File: src/rtl/cmdx_pkg.sv
package cmdx_pkg;

   // Command classes carried in the two top bits of the code
   localparam logic [1:0] CLS_SYS  = 2'b00;
   localparam logic [1:0] CLS_SET  = 2'b01;
   localparam logic [1:0] CLS_CLR  = 2'b10;
   localparam logic [1:0] CLS_LINK = 2'b11;

   typedef enum logic [2:0] {
      ACT_NONE,
      ACT_ARM,
      ACT_SET,
      ACT_CLR,
      ACT_LINK_ONE,
      ACT_LINK_ALL
   } cmd_act_e;

endpackage

File: src/rtl/cmdx_decode.sv
module cmdx_decode
   import cmdx_pkg::*;
#(
   parameter int NUM_EXT   = 4,
   parameter int NUM_LINKS = 3,
   parameter int OPD_W     = 6,
   parameter logic [NUM_EXT:0] CRIT_SET_MASK = {{NUM_EXT{1'b0}}, 1'b1},
   parameter logic [NUM_EXT:0] CRIT_CLR_MASK = '0,
   parameter bit   LINK_CRIT = 1'b1,
   localparam int CODE_W = OPD_W + 2
) (
   input  logic [CODE_W-1:0] code_i,
   output cmd_act_e          act_o,
   output logic [OPD_W-1:0]  idx_o,
   output logic              legal_o,
   output logic              crit_o
);

   localparam int NUM_LINES = NUM_EXT + 1;
   localparam logic [OPD_W-1:0] LINE_LIM = OPD_W'(NUM_LINES);
   localparam logic [OPD_W-1:0] LINK_LIM = OPD_W'(NUM_LINKS);
   localparam logic [OPD_W-1:0] ALL_OPD  = {OPD_W{1'b1}};

   logic [1:0]       cls;
   logic [OPD_W-1:0] opd;
   logic             set_crit;
   logic             clr_crit;
   logic             link_crit;

   assign cls   = code_i[CODE_W-1 -: 2];
   assign opd   = code_i[OPD_W-1:0];
   assign idx_o = opd;

   // Per-line criticality looked up without an out-of-range index
   always_comb begin
      set_crit = 1'b0;
      clr_crit = 1'b0;
      for (int i = 0; i < NUM_LINES; i++) begin
         if (opd == OPD_W'(i)) begin
            set_crit = CRIT_SET_MASK[i];
            clr_crit = CRIT_CLR_MASK[i];
         end
      end
   end

   generate
      if (LINK_CRIT) begin : g_link_crit
         assign link_crit = 1'b1;
      end else begin : g_link_free
         assign link_crit = 1'b0;
      end
   endgenerate

   always_comb begin
      act_o   = ACT_NONE;
      legal_o = 1'b0;
      crit_o  = 1'b0;
      unique case (cls)
         CLS_SYS: begin
            if (opd == '0) begin
               act_o   = ACT_ARM;
               legal_o = 1'b1;
            end
         end
         CLS_SET: begin
            if (opd < LINE_LIM) begin
               act_o   = ACT_SET;
               legal_o = 1'b1;
               crit_o  = set_crit;
            end
         end
         CLS_CLR: begin
            if (opd < LINE_LIM) begin
               act_o   = ACT_CLR;
               legal_o = 1'b1;
               crit_o  = clr_crit;
            end
         end
         CLS_LINK: begin
            if (opd == ALL_OPD) begin
               act_o   = ACT_LINK_ALL;
               legal_o = 1'b1;
               crit_o  = link_crit;
            end else if (opd < LINK_LIM) begin
               act_o   = ACT_LINK_ONE;
               legal_o = 1'b1;
               crit_o  = link_crit;
            end
         end
         default: ;
      endcase
   end

   always_comb begin
      if (!legal_o) assert (act_o == ACT_NONE && !crit_o);
   end

endmodule

File: src/rtl/cmdx_arm_gate.sv
module cmdx_arm_gate (
   input  logic clk_i,
   input  logic rst_ni,
   input  logic valid_i,
   input  logic legal_i,
   input  logic is_arm_i,
   input  logic crit_i,
   output logic go_o,
   output logic reject_o
);

   logic armed_q;
   logic crit_req;

   assign crit_req = valid_i && legal_i && !is_arm_i && crit_i;
   assign go_o     = valid_i && legal_i && !is_arm_i && (!crit_i || armed_q);

   always_ff @(posedge clk_i or negedge rst_ni) begin
      if (!rst_ni) begin
         armed_q  <= 1'b0;
         reject_o <= 1'b0;
      end else begin
         reject_o <= valid_i && (!legal_i || (crit_req && !armed_q));
         if (valid_i && legal_i && is_arm_i) begin
            armed_q <= 1'b1;
         end else if (crit_req && armed_q) begin
            armed_q <= 1'b0;
         end
      end
   end

   AST_ARM_SETS: assert property (@(posedge clk_i) disable iff (!rst_ni)
      valid_i && legal_i && is_arm_i |=> armed_q && !reject_o);

   AST_ONE_SHOT_DISARM: assert property (@(posedge clk_i) disable iff (!rst_ni)
      crit_req && armed_q |=> !armed_q && !reject_o);

   AST_DISARMED_REJECT: assert property (@(posedge clk_i) disable iff (!rst_ni)
      crit_req && !armed_q |=> reject_o && !armed_q);

   AST_ILLEGAL_KEEPS_ARM: assert property (@(posedge clk_i) disable iff (!rst_ni)
      valid_i && !legal_i |=> reject_o && $stable(armed_q));

   AST_FREE_KEEPS_ARM: assert property (@(posedge clk_i) disable iff (!rst_ni)
      valid_i && legal_i && !is_arm_i && !crit_i |=> $stable(armed_q));

endmodule

File: src/rtl/cmdx_line_bank.sv
module cmdx_line_bank #(
   parameter int NUM_LINES = 5,
   parameter int OPD_W     = 6
) (
   input  logic                 clk_i,
   input  logic                 rst_ni,
   input  logic                 go_i,
   input  logic                 set_i,
   input  logic                 clr_i,
   input  logic [OPD_W-1:0]     idx_i,
   output logic [NUM_LINES-1:0] lines_o
);

   generate
      for (genvar g = 0; g < NUM_LINES; g++) begin : g_line
         logic hit;
         assign hit = go_i && (idx_i == OPD_W'(g));
         always_ff @(posedge clk_i or negedge rst_ni) begin
            if (!rst_ni)           lines_o[g] <= 1'b0;
            else if (hit && set_i) lines_o[g] <= 1'b1;
            else if (hit && clr_i) lines_o[g] <= 1'b0;
         end
      end
   endgenerate

   AST_LINES_HOLD: assert property (@(posedge clk_i) disable iff (!rst_ni)
      !go_i |=> $stable(lines_o));

   AST_ONE_LINE_MOVES: assert property (@(posedge clk_i) disable iff (!rst_ni)
      go_i |=> $countones(lines_o ^ $past(lines_o)) <= 1);

   AST_CLEAR_LANDS: assert property (@(posedge clk_i) disable iff (!rst_ni)
      go_i && clr_i && (idx_i == '0) |=> !lines_o[0]);

endmodule

File: src/rtl/cmdx_link_pulse.sv
module cmdx_link_pulse #(
   parameter int NUM_LINKS = 3,
   parameter int OPD_W     = 6
) (
   input  logic                 clk_i,
   input  logic                 rst_ni,
   input  logic                 go_i,
   input  logic                 one_i,
   input  logic                 all_i,
   input  logic [OPD_W-1:0]     idx_i,
   output logic [NUM_LINKS-1:0] pulse_o
);

   generate
      for (genvar g = 0; g < NUM_LINKS; g++) begin : g_link
         always_ff @(posedge clk_i or negedge rst_ni) begin
            if (!rst_ni) pulse_o[g] <= 1'b0;
            else         pulse_o[g] <= go_i && (all_i || (one_i && idx_i == OPD_W'(g)));
         end
      end
   endgenerate

   AST_PULSE_NEEDS_GO: assert property (@(posedge clk_i) disable iff (!rst_ni)
      !go_i |=> pulse_o == '0);

   AST_ALL_TOGETHER: assert property (@(posedge clk_i) disable iff (!rst_ni)
      go_i && all_i |=> pulse_o == '1);

   always_comb begin
      if (rst_ni) assert ($onehot0(pulse_o) || pulse_o == '1);
   end

endmodule

File: src/rtl/cmd_safety_exec.sv
module cmd_safety_exec
   import cmdx_pkg::*;
#(
   parameter int NUM_EXT   = 4,
   parameter int NUM_LINKS = 3,
   parameter int OPD_W     = 6,
   parameter logic [NUM_EXT:0] CRIT_SET_MASK = {{NUM_EXT{1'b0}}, 1'b1},
   parameter logic [NUM_EXT:0] CRIT_CLR_MASK = '0,
   parameter bit   LINK_CRIT = 1'b1,
   localparam int CODE_W    = OPD_W + 2,
   localparam int NUM_LINES = NUM_EXT + 1
) (
   input  logic                 clk_i,
   input  logic                 rst_ni,
   input  logic                 cmd_valid_i,
   input  logic [CODE_W-1:0]    cmd_code_i,
   output logic [NUM_LINES-1:0] ctl_o,
   output logic [NUM_LINKS-1:0] link_rst_o,
   output logic                 reject_o
);

   // Elaboration-time parameter checks
   if (OPD_W < 2) begin : g_bad_opd
      $error("OPD_W must be at least 2");
   end
   if (NUM_LINES >= (1 << OPD_W)) begin : g_bad_lines
      $error("NUM_EXT does not fit the operand field");
   end
   if (NUM_LINKS < 1 || NUM_LINKS >= (1 << OPD_W) - 1) begin : g_bad_links
      $error("NUM_LINKS must leave the all-links operand free");
   end

   cmd_act_e         act;
   logic [OPD_W-1:0] idx;
   logic             legal;
   logic             crit;
   logic             go;

   cmdx_decode #(
      .NUM_EXT       (NUM_EXT),
      .NUM_LINKS     (NUM_LINKS),
      .OPD_W         (OPD_W),
      .CRIT_SET_MASK (CRIT_SET_MASK),
      .CRIT_CLR_MASK (CRIT_CLR_MASK),
      .LINK_CRIT     (LINK_CRIT)
   ) i_decode (
      .code_i  (cmd_code_i),
      .act_o   (act),
      .idx_o   (idx),
      .legal_o (legal),
      .crit_o  (crit)
   );

   cmdx_arm_gate i_gate (
      .clk_i    (clk_i),
      .rst_ni   (rst_ni),
      .valid_i  (cmd_valid_i),
      .legal_i  (legal),
      .is_arm_i (act == ACT_ARM),
      .crit_i   (crit),
      .go_o     (go),
      .reject_o (reject_o)
   );

   cmdx_line_bank #(
      .NUM_LINES (NUM_LINES),
      .OPD_W     (OPD_W)
   ) i_lines (
      .clk_i   (clk_i),
      .rst_ni  (rst_ni),
      .go_i    (go),
      .set_i   (act == ACT_SET),
      .clr_i   (act == ACT_CLR),
      .idx_i   (idx),
      .lines_o (ctl_o)
   );

   cmdx_link_pulse #(
      .NUM_LINKS (NUM_LINKS),
      .OPD_W     (OPD_W)
   ) i_links (
      .clk_i   (clk_i),
      .rst_ni  (rst_ni),
      .go_i    (go),
      .one_i   (act == ACT_LINK_ONE),
      .all_i   (act == ACT_LINK_ALL),
      .idx_i   (idx),
      .pulse_o (link_rst_o)
   );

   AST_REJECT_NO_EFFECT: assert property (@(posedge clk_i) disable iff (!rst_ni)
      reject_o |-> $stable(ctl_o) && link_rst_o == '0);

   AST_REJECT_ONE_CYCLE: assert property (@(posedge clk_i) disable iff (!rst_ni)
      !cmd_valid_i |=> !reject_o);

endmodule

File: config.mk
export PLATFORM = sky130hd
export DESIGN_NAME = cmd_safety_exec
export DESIGN_NICKNAME = d
export VERILOG_FILES = /design/src/rtl/cmdx_pkg.sv /design/src/rtl/cmdx_decode.sv /design/src/rtl/cmdx_arm_gate.sv /design/src/rtl/cmdx_line_bank.sv /design/src/rtl/cmdx_link_pulse.sv /design/src/rtl/cmd_safety_exec.sv
export SDC_FILE = /design/constraint.sdc
export NUM_CORES = 1
export LEC_CHECK = 0
export BUFFER_PORTS_ARGS = -buffer_cell sky130_fd_sc_hd__clkbuf_2
export CORE_MARGIN = 2
export CORE_UTILIZATION = 45
export CTS_CLUSTER_DIAMETER = 100
export CTS_CLUSTER_SIZE = 12
export DETAILED_ROUTE_END_ITERATION = 12
export HOLD_SLACK_MARGIN = 0.1
export PLACE_DENSITY = 0.81
export SYNTH_ARGS = -nofsm -noshare
export SYNTH_HDL_FRONTEND = slang
export SYNTH_SLANG_ARGS = --single-unit
export TNS_END_PERCENT = 5
File: constraint.sdc
create_clock -name clk_i -period 1.5 [get_ports clk_i]
set_input_delay 0.375 -clock clk_i [delete_from_list [all_inputs] [get_ports clk_i]]
set_output_delay 0.375 -clock clk_i [all_outputs]
set_load 0.05 [all_outputs]
==> results of run 1 <==
## worst min-delay path: cells and delay by family
kind | cells | cell delay [ns]
buffers and inverters | 2 | 0.22
AO/OA/AOI/OAI | 1 | 0.13
## cells by family (layout without fill, tap and decap cells)
group | Yosys count | in the layout | share of synthesized area, %
AO/OA/AOI/OAI | 21 | 21 | 20.4
adder cells (fa/ha/maj) | 4 | 4 | 6.53
AND/OR/NAND/NOR | 31 | 31 | 27.9
buffers and inverters | 6 | 55 | 5.22
multiplexers | 5 | 5 | 7.34
flip-flops | 10 | 10 | 32.6
## layer usage
metal,vias up,GRT usage [%]
li1,386,-
met1,390,27.5
met2,32,42.3
met3,6,8.40
met4,0,9.41
met5,-,0
## where the power goes
group	internal, W	switching, W	total [W]
registers	0.000274	0.00000274	0.000277
logic	0.000104	0.000102	0.000206
clock network	0.000147	0.0000984	0.000246
## state kept, by name (all words and copies together), names as in the netlist
name / count
i_links.pulse_o: 3
i_lines.lines_o: 5
i_gate.armed_q: 1
i_gate.reject_o: 1
## placed cells by master, fill, tap and decap left out, types with 2 or more instances in the layout
cell | netlist | layout
a21oi_1 | 7 | 6
buf_4 | 0 | 26
dfrtp_1 | 10 | 10
mux2_2 | 2 | 2
o21ai_1 | 0 | 3
nand2b_1 | 4 | 4
o21ai_0 | 5 | 2
nand3_1 | 2 | 2
nor3_1 | 4 | 2
nor4b_4 | 0 | 2
buf_12 | 0 | 2
buf_8 | 0 | 2
nor3_2 | 0 | 2
nor2_1 | 3 | 3
mux2_4 | 0 | 2
nand4_1 | 5 | 5
clkbuf_2 | 2 | 17
nand3b_1 | 2 | 2
ha_1 | 4 | 2
clkbuf_4 | 0 | 3
nand2_1 | 3 | 3
## metrics by stage
stage	std cells	power, W
global route	142	0.000762
CTS	141	0.000727
global placement	132	0.000454
detailed placement	132	0.000463
finish	142	0.000729
floorplan	77	0.000373
## worst max-delay path by stage
stage	end	slack (ns)	depth (start not counted)
2_1_floorplan	i_lines.lines_o[0]	-0.46	8
3_3_place_gp	i_lines.lines_o[3]	-0.73	7
3_5_place_dp	i_lines.lines_o[0]	-0.81	7
4_1_cts	i_lines.lines_o[0]	-0.52	9
5_1_grt	i_lines.lines_o[0]	-0.56	9
6_report	i_lines.lines_o[3]	-0.46	9
## layout make-up
class                   instances  area, um2  share of cell area (%)
clock buffers                   4       36.3                    2.90
inverters                       2       27.5                    2.20
multi-input cells              61        547                    43.7
flip-flops and latches         10        250                    20.0
well taps                      16       20.0                    1.60
repair buffers                 49        372                    29.7
## repair_timing
action	in CTS	in global routing
pin swaps	5	8
hold buffers	1	0
resized for setup	8	9
endpoints found under the setup margin	10	10
buffers inserted	4	1
endpoints found under the hold margin	10	0
==> run summary, run 1 <==
### Floorplan
• area enclosed by the die boundary: 0.00205 mm2
• Vert. Die Dim: 45.3 um
• IO Pins: 20
• Placeable Area: 0.00156 mm2
• standard-cell rows: 14
• die span in x: 45.3 um
• starting density of the core: 49.2%

### Critical path
• CP endpoint kind: register
• number of buffers and inverters on the critical path: 3
• Crit Path Max Fanout: 4
• arrival time at the worst endpoint: 2.11 ns
• required arrival time at the worst endpoint: 1.65 ns
• Register-to-Register Setup Slack: 0.37 ns
• RR Startpoint: i_gate.armed_q
• cell breakdown of the critical path: buf_8, buf_12, inv_12, ha_4, nor4b_4, nor3_2, a2111oi_4, nand4_1, mux2_1
• Reg-to-Reg End: i_lines.lines_o[0]
• Top Family by Delay on Critical Path: simple AND/OR/NAND/NOR gates
• worst stage delay on the critical path: 0.41 ns
• number of cell instances on the worst register-to-register path: 3
• worst-path cell with the longest stage delay: a2111oi_4
• timing startpoint of the critical path: cmd_code_i[7]
• startpoint type of the worst setup path: primary input
• CP Class: primary input to register

### Yosys
• synth top area cells: dfrtp_1, ha_1, a21oi_1
• post-synthesis cell area: 767 um2
• EDFF count, synth: 0
• count of mapped cells out of synthesis: 77
• Syn Nets: 92
• cell with the most instances after synthesis: dfrtp_1
• count of synthesis-stage warnings from yosys: 0
• Synth Area per Inst: 9.96 um2
• fraction of post-synthesis cell area in the top cell type by area: 32.6%
• #FFs+latches synth: 10
• post-synthesis sequential area ratio: 32.6%
• Most used DFF post-synth: dfrtp_1
• list of most frequent post-synthesis cells: dfrtp_1, a21oi_1, nand4_1, o21ai_0
• top cell type by total area after synthesis: dfrtp_1
• Unique masters post-synth: 30
• fraction of registers with async set/reset: 100%

### STA
• Min Hold Slack: 0.488 ns
• Setup violations, final: 10
• tightest slew margin relative to the limit: 74.1%
• final count of hold timing violations: 0
• RSZ-0062 raised after global routing: yes
• count of pins over their slew limit: 0
• Post-Route Skew: 0.000290 ns
• aggregate negative setup slack: -2.51 ns
• minimum setup slack in the final design: -0.458 ns
• crit path time final: 1.96 ns
• peak clock frequency supported by timing: 511 MHz
• slew at the pin closest to its max-slew limit: 0.388 ns
• ratio of final minimum period to clock period: 131%

### Final layout
• Layout area overhead: 63.3%
• total non-filler cell area in the finished layout: 0.00125 mm2
• number of inserted diodes: 0
• fin util: 80.3%
• number of fillers in the final layout: 96
• share of cells above drive strength 1: 58.7%
• Post-layout nets: 142

### Placement
• instance area after placement: 0.00112 mm2
• IO buf count: 19
• HPWL after detailed placement: 1.78 mm
• worst setup slack after placement: -0.812 ns
• Final Wtd Congestion: 0.843

### Detailed routing
• metal3 WL: 148 um
• overall routed net length: 2.28 mm
• DRC: 0
• routed len/inst: 16.1 um
• routed length on met1: 906 um
• Met2 Wirelength: 1.20 mm
• Via Count: 814
• average vias per placed instance: 5.73
• number of design-rule violations left by the first detailed-router iteration: 23
• uppermost metal layer occupied by signal nets: met4
• remaining number of nets flagged by the antenna check after routing: 0
• Pre-Repair DR Iteration Count: 4

### Pwr
• worst vdd rail ir drop: 0.563 mV
• leakage power total: 0.574 nW
• total power density per cell area: 582 mW/mm2

### CTS
• clock network latency to the later pin of the worst-skew pair: 0.27 ns
• clock sink count: 10
• H-tree level count: 1
• clock root buffer: clkbuf_4
• TritonCTS Buffers: 3
• Max Root-Sink Buffers: 2
• clock-pin slew reported for the worst setup and hold paths after clock tree synthesis: 0.07 ns
• CTS tree: done

### Global route
• wire length of the first global-routing pass: 3.59 mm
• initial antenna violation count: 0
• pin count of the biggest net entering global routing: 11
• global route total overflow: 0
• via count of the first global-routing pass: 847
• total track usage: 24.5%

### Worst hold path
• hold path endpoint: i_gate.armed_q
• worst hold path startpoint: cmd_valid_i
• path type of the worst min-delay path: primary input to register
• cell depth of the worst min-delay path: 3

### Outcome
• status: finished, violations left
• violated checks: negative setup slack

### Run
• reported max-cap violation count: 0

(Power assumes the default switching activity.)
==> inputs of run 2 (changes only) <==
--- a/config.mk
+++ b/config.mk
@@ -6,13 +6,15 @@
 export NUM_CORES = 1
 export LEC_CHECK = 0
 export BUFFER_PORTS_ARGS = -buffer_cell sky130_fd_sc_hd__clkbuf_2
+export CELL_PAD_IN_SITES_DETAIL_PLACEMENT = 0
+export CELL_PAD_IN_SITES_GLOBAL_PLACEMENT = 2
 export CORE_MARGIN = 2
-export CORE_UTILIZATION = 45
+export CORE_UTILIZATION = 31
 export CTS_CLUSTER_DIAMETER = 100
 export CTS_CLUSTER_SIZE = 12
 export DETAILED_ROUTE_END_ITERATION = 12
 export HOLD_SLACK_MARGIN = 0.1
-export PLACE_DENSITY = 0.81
+export PLACE_DENSITY = 0.88
 export SYNTH_ARGS = -nofsm -noshare
 export SYNTH_HDL_FRONTEND = slang
 export SYNTH_SLANG_ARGS = --single-unit
==> run summary, run 2 (synthesized netlist as in run 1, its figures left out) <==
### STA
• RSZ-0062 raised after global routing: yes
• crit path time final: 1.85 ns, -0.107 ns
• slew at the pin closest to its max-slew limit: 0.368 ns, -0.0207 ns
• tightest slew margin relative to the limit: 75.5%, +1.4 points
• ratio of final minimum period to clock period: 123%, -7.1 points
• count of pins over their slew limit: 0, unchanged
• minimum setup slack in the final design: -0.351 ns, +0.107 ns
• peak clock frequency supported by timing: 540 MHz, +5.8%
• Post-Route Skew: 0.00776 ns, +0.00747 ns
• final count of hold timing violations: 0, unchanged
• Setup violations, final: 9, -1

### Critical path
• required arrival time at the worst endpoint: 1.66 ns, about the same
• worst-path cell with the longest stage delay: a2111oi_4
• Crit Path Max Fanout: 6, +2
• worst stage delay on the critical path: 0.40 ns, about the same
• Top Family by Delay on Critical Path: simple AND/OR/NAND/NOR gates
• startpoint type of the worst setup path: primary input
• Reg-to-Reg End: i_lines.lines_o[0]
• number of cell instances on the worst register-to-register path: 3, unchanged
• CP Class: primary input to register
• CP endpoint kind: register
• cell breakdown of the critical path: clkbuf_16, inv_12, ha_4, nor4b_4, nor3_2, a2111oi_4, nand4_1, mux2_4
• number of buffers and inverters on the critical path: 2, -1
• Register-to-Register Setup Slack: 0.40 ns, +0.03 ns
• arrival time at the worst endpoint: 2.01 ns, -0.10 ns
• RR Startpoint: i_gate.armed_q

### Pwr
• net switching power: 0.000202 W, -0.45%
• worst vdd rail ir drop: 0.571 mV, +1.4%
• Cell Int Power: 0.000527 W, +0.28%
• switching power as a share of total power: 27.7%, -0.15 points
• leakage power total: 0.563 nW, -1.9%
• Final Power: 0.000730 W, about the same
• total power density per cell area: 566 mW/mm2, -2.8%
• clock share of power: 33.4%, -0.3 points
• part of the total power dissipated in combinational logic: 28.7%, +0.4 points
• sequential fraction of design power: 37.9%, about the same

### Final layout
• Layout area overhead: 68.2%
• number of fillers in the final layout: 208, +120%
• share of cells above drive strength 1: 59.5%, +0.77 points
• highest-count cells in the layout ignoring fill and taps: buf_4, clkbuf_2, dfrtp_1, a21oi_1, nand4_1
• leading cell type in the layout, fill and taps excluded: buf_4
• Post-Layout Cell Count: 151, +6.3%
• sequential standard cell area: 250 um2, unchanged
• multi-input gate area in the final layout: 583 um2, +6.6%
• Post-layout nets: 137, -3.5%
• register bank with the most flops: i_lines.lines_o
• number of inserted diodes: 0, unchanged
• max reg flops: 5, unchanged
• Largest regs: i_lines.lines_o (5), i_links.pulse_o (3)

### Worst hold path
• hold path endpoint: i_lines.lines_o[3]
• cell depth of the worst min-delay path: 1, -2
• path type of the worst min-delay path: register to register
• worst hold path startpoint: i_lines.lines_o[3]

### Floorplan
• IO Pins: 20, unchanged
• standard-cell rows: 18, +4
• starting density of the core: 31.8%, -17 points
• die span in x: 53.7 um, +19%
• Vert. Die Dim: 53.7 um, +19%
• area enclosed by the die boundary: 0.00289 mm2, +41%
• Placeable Area: 0.00241 mm2, +55%

### Global route
• total track usage: 16.2%, -8.3 points
• pin count of the biggest net entering global routing: 11, unchanged
• wire length of the first global-routing pass: 3.35 mm, -6.9%
• global route total overflow: 0, unchanged
• initial antenna violation count: 0, unchanged
• via count of the first global-routing pass: 727, -14%

### Detailed routing
• overall routed net length: 2.15 mm, -5.9%
• routed len/inst: 14.2 um, -12%
• DRC: 0, unchanged
• average vias per placed instance: 5.12, -11%
• number of design-rule violations left by the first detailed-router iteration: 8, -65%
• Via Count: 773, -5.0%
• Pre-Repair DR Iteration Count: 4, unchanged
• remaining number of nets flagged by the antenna check after routing: 0, unchanged

### CTS
• clock-pin slew reported for the worst setup and hold paths after clock tree synthesis: 0.07 ns, about the same
• clock sink count: 10, unchanged
• CTS tree: done
• Max Root-Sink Buffers: 2, unchanged
• H-tree level count: 1, unchanged
• clock root buffer: clkbuf_4
• clock network latency to the later pin of the worst-skew pair: 0.27 ns, about the same
• TritonCTS Buffers: 3, unchanged

### Placement
• IO buf count: 19, unchanged
• HPWL after detailed placement: 1.62 mm, -9.4%
• placed cell count: 145, +9.8%
• worst setup slack after placement: -0.782 ns, +0.0301 ns
• Final Wtd Congestion: 0.808, -4.1%

### Outcome
• violated checks: negative setup slack
• status: finished, violations left

### Run
• reported max-cap violation count: 0, unchanged

## run 2: metrics by stage
stage / area [um2] / util, % / hold WS (ns) / setup TNS, ns
floorplan: 838 / - / 0.0794 / -2.43
global placement: 1110 / 46.3 / 0.244 / -5.76
detailed placement: 1110 / 46.3 / 0.258 / -6.18
CTS: 1260 / 52.4 / 0.496 / -1.59
global route: 1290 / 53.5 / 0.517 / -2.07
finish: 1290 / 53.5 / 0.496 / -1.58
## run 2: how the worst max path moves through the flow
stage / start / to / cells after the start
after floorplan: cmd_code_i[7] / i_lines.lines_o[0] / 8
after global placement: cmd_code_i[7] / i_lines.lines_o[3] / 7
after detailed placement: cmd_code_i[7] / i_lines.lines_o[0] / 7
after CTS: cmd_code_i[7] / i_lines.lines_o[0] / 8
after global routing: cmd_code_i[7] / i_lines.lines_o[3] / 8
final: cmd_code_i[7] / i_lines.lines_o[0] / 8
## run 2: worst reg2reg max path: cells and delay by family (launching register included)
family	cells	cell delay (ns)
compound gates	1	0.18
flops	1	0.39
mux	1	0.31
simple gates	1	0.12
## run 2: layout make-up
class	instances	share of cell area [%]
Timing Repair Buffer	44	27.5
Sequential cell	10	19.4
Clock buffer	4	2.81
Tap cell	30	2.91
Multi-Input combinational cell	61	45.2
Inverter	2	2.13
## run 2: what timing repair did
action | in CTS | in global routing
setup buffers | 1 | 0
hold endpoints to repair | 10 | 0
pin swaps | 7 | 3
hold buffers | 1 | 0
gates resized for setup | 22 | 7
setup endpoints to repair | 10 | 10
## run 2: per-layer routing
layer / track usage (%) / vias up / wire length, um
met2: 27.6 / 14 / 1160
met5: 0 / - / 0
li1: - / 380 / -
met3: 3.33 / 0 / 50
met4: 2.56 / 0 / 0
met1: 21.1 / 379 / 935
## run 2: power groups by stage
stage / clock network [W] / registers (W) / logic (W)
global placement: 0 / 0.000281 / 0.000169
CTS: 0.000249 / 0.000277 / 0.000205
floorplan: 0 / 0.000290 / 0.0000829
global route: 0.000267 / 0.000277 / 0.000223
finish: 0.000244 / 0.000277 / 0.000209
detailed placement: 0 / 0.000282 / 0.000174
==> inputs of run 3 (changes only) <==
--- a/config.mk
+++ b/config.mk
@@ -9,12 +9,13 @@
 export CELL_PAD_IN_SITES_DETAIL_PLACEMENT = 0
 export CELL_PAD_IN_SITES_GLOBAL_PLACEMENT = 2
 export CORE_MARGIN = 2
-export CORE_UTILIZATION = 31
+export CORE_UTILIZATION = 32
+export CTS_BUF_LIST = sky130_fd_sc_hd__clkbuf_2 sky130_fd_sc_hd__clkbuf_4 sky130_fd_sc_hd__clkbuf_8
 export CTS_CLUSTER_DIAMETER = 100
 export CTS_CLUSTER_SIZE = 12
 export DETAILED_ROUTE_END_ITERATION = 12
 export HOLD_SLACK_MARGIN = 0.1
-export PLACE_DENSITY = 0.88
+export PLACE_DENSITY = 0.9
 export SYNTH_ARGS = -nofsm -noshare
 export SYNTH_HDL_FRONTEND = slang
 export SYNTH_SLANG_ARGS = --single-unit
==> run summary, run 3 (synthesized netlist as in run 1, its figures left out) <==
### Outcome
• status: finished, violations left
• violated checks: negative setup slack

### STA
• peak clock frequency supported by timing: 510 MHz, -5.7%
• Min Hold Slack: 0.499 ns, +0.00338 ns
• Post-Route Skew: 0.00294 ns, -0.00482 ns
• crit path time final: 1.96 ns, +0.111 ns
• tightest slew margin relative to the limit: 76.5%, +1.0 points
• count of pins over their slew limit: 0, unchanged
• RSZ-0062 raised after global routing: yes
• slew at the pin closest to its max-slew limit: 0.349 ns, -0.0184 ns
• ratio of final minimum period to clock period: 131%, +7.4 points
• minimum setup slack in the final design: -0.462 ns, -0.111 ns
• final count of hold timing violations: 0, unchanged
• Setup violations, final: 10, +1

### Floorplan
• Placeable Area: 0.00223 mm2, -7.3%
• IO Pins: 20, unchanged
• area enclosed by the die boundary: 0.00280 mm2, -2.9%
• standard-cell rows: 17, -1
• Vert. Die Dim: 53.0 um, -1.5%
• starting density of the core: 34.3%, +2.5 points
• die span in x: 53.0 um, -1.5%

### Run
• reported max-cap violation count: 0, unchanged

### Placement
• placed cell count: 143, -1.4%
• IO buf count: 19, unchanged
• instance area after placement: 0.00114 mm2, +2.0%
• Final Wtd Congestion: 0.718, -11%
• HPWL after detailed placement: 1.56 mm, -3.6%

### Detailed routing
• DRC: 0, unchanged
• remaining number of nets flagged by the antenna check after routing: 0, unchanged
• metal3 WL: 79 um, +58%
• Via Count: 753, -2.6%
• average vias per placed instance: 5.12, about the same
• uppermost metal layer occupied by signal nets: met3
• routed len/inst: 13.3 um, -6.8%
• routed length on met1: 933 um, -0.21%
• Met2 Wirelength: 936 um, -19%
• overall routed net length: 1.95 mm, -9.3%
• number of design-rule violations left by the first detailed-router iteration: 21, +13
• Pre-Repair DR Iteration Count: 4, unchanged

### Critical path
• RR Startpoint: i_gate.armed_q
• startpoint type of the worst setup path: primary input
• arrival time at the worst endpoint: 2.11 ns, +0.10 ns
• cell breakdown of the critical path: clkbuf_8, buf_12, inv_12, ha_4, nor4b_4, nor3_2, a2111oi_4, nand4_1, mux2_1
• required arrival time at the worst endpoint: 1.64 ns, -0.02 ns
• Crit Path Max Fanout: 8, +2
• number of cell instances on the worst register-to-register path: 3, unchanged
• number of buffers and inverters on the critical path: 3, +1
• CP endpoint kind: register
• timing startpoint of the critical path: cmd_code_i[7]
• worst-path cell with the longest stage delay: a2111oi_4
• Top Family by Delay on Critical Path: simple AND/OR/NAND/NOR gates
• worst stage delay on the critical path: 0.39 ns, about the same
• WP depth: 9, +1
• CP Class: primary input to register

### CTS
• Max Root-Sink Buffers: 2, unchanged
• clock-pin slew reported for the worst setup and hold paths after clock tree synthesis: 0.06 ns, about the same
• clock sink count: 10, unchanged
• H-tree level count: 1, unchanged
• clock network latency to the later pin of the worst-skew pair: 0.26 ns, about the same
• clock root buffer: clkbuf_4
• TritonCTS Buffers: 3, unchanged
• CTS tree: done

### Final layout
• share of cells above drive strength 1: 56.3%, -3.2 points
• register bank with the most flops: i_lines.lines_o
• total non-filler cell area in the finished layout: 0.00122 mm2, -5.3%
• Post-layout nets: 136, -0.73%
• Largest regs: i_lines.lines_o (5), i_links.pulse_o (3)
• number of fillers in the final layout: 221, +6.3%
• max reg flops: 5, unchanged
• fin util: 54.7%, +1.1 points
• Post-Layout Cell Count: 147, -2.6%
• Layout area overhead: 59.2%
• leading cell type in the layout, fill and taps excluded: buf_4
• number of inserted diodes: 0, unchanged
• highest-count cells in the layout ignoring fill and taps: buf_4, clkbuf_2, dfrtp_1, nand4_1, a21oi_1

### Worst hold path
• path type of the worst min-delay path: primary input to register
• worst hold path startpoint: cmd_valid_i
• cell depth of the worst min-delay path: 3, +2

### Global route
• via count of the first global-routing pass: 737, +1.4%
• total track usage: 16.5%, +0.36 points
• pin count of the biggest net entering global routing: 11, unchanged
• global route total overflow: 0, unchanged
• wire length of the first global-routing pass: 3.43 mm, +2.5%
• initial antenna violation count: 0, unchanged

### Pwr
• total power density per cell area: 530 mW/mm2, -6.4%
• leakage power total: 0.540 nW, -4.1%
• worst vdd rail ir drop: 0.560 mV, -2.1%

==> run 3: final timing paths <==
check | endpoint | slack, ns
worst max register to register | i_lines.lines_o[0] | 0.43
min in group asynchronous | i_links.pulse_o[1] | 0.51
worst max-delay path | i_lines.lines_o[3] | -0.46
worst min-delay path | i_gate.armed_q | 0.50
worst min register to register | i_lines.lines_o[1] | 0.50
max in group asynchronous | i_gate.armed_q | 0.79
==> run 3: report_power, final <==
group / leakage (nW) / switching (W) / internal, W
combinational: 0.390 / 0.0000985 / 0.0000974
sequential: 0.137 / 0.00000214 / 0.000275
clock: 0.0138 / 0.0000821 / 0.0000922
==> run 3: worst register-to-register path, cell delays in order (launching register included) <==
cell and delay (ns):
dfrtp_1 0.38, a21o_1 0.17, nand4_1 0.10, mux2_1 0.31
==> run 3: per-layer routing <==
metal	up-vias	track usage, %
li1	373	-
met1	364	23.8
met2	16	25.6
met3	0	5.37
met4	0	0
met5	-	0
==> run 3: what timing repair did <==
item,4_1_cts,5_1_grt
resized for setup,11,5
buffers inserted,0,0
endpoints found under the setup margin,10,10
pin swaps,1,2
hold buffers,1,0
hold endpoints to repair,10,0
==> run 3: area by class of cell <==
type | count | area (um2) | area share, %
timing repair buffer | 43 | 337 | 27.6
inverter | 2 | 27.5 | 2.25
sequential | 10 | 250 | 20.5
multi-input combinational | 61 | 549 | 45.0
clock buffer | 3 | 22.5 | 1.84
tap | 28 | 35.0 | 2.87
==> run 3: through the flow <==
step	TNS (ns)	setup slack [ns]	total power (W)
finish	-2.39	-0.462	0.000647
global placement	-5.44	-0.675	0.000457
CTS	-2.40	-0.440	0.000651
global route	-3.08	-0.542	0.000689
detailed placement	-5.61	-0.743	0.000463
floorplan	-2.43	-0.455	0.000373
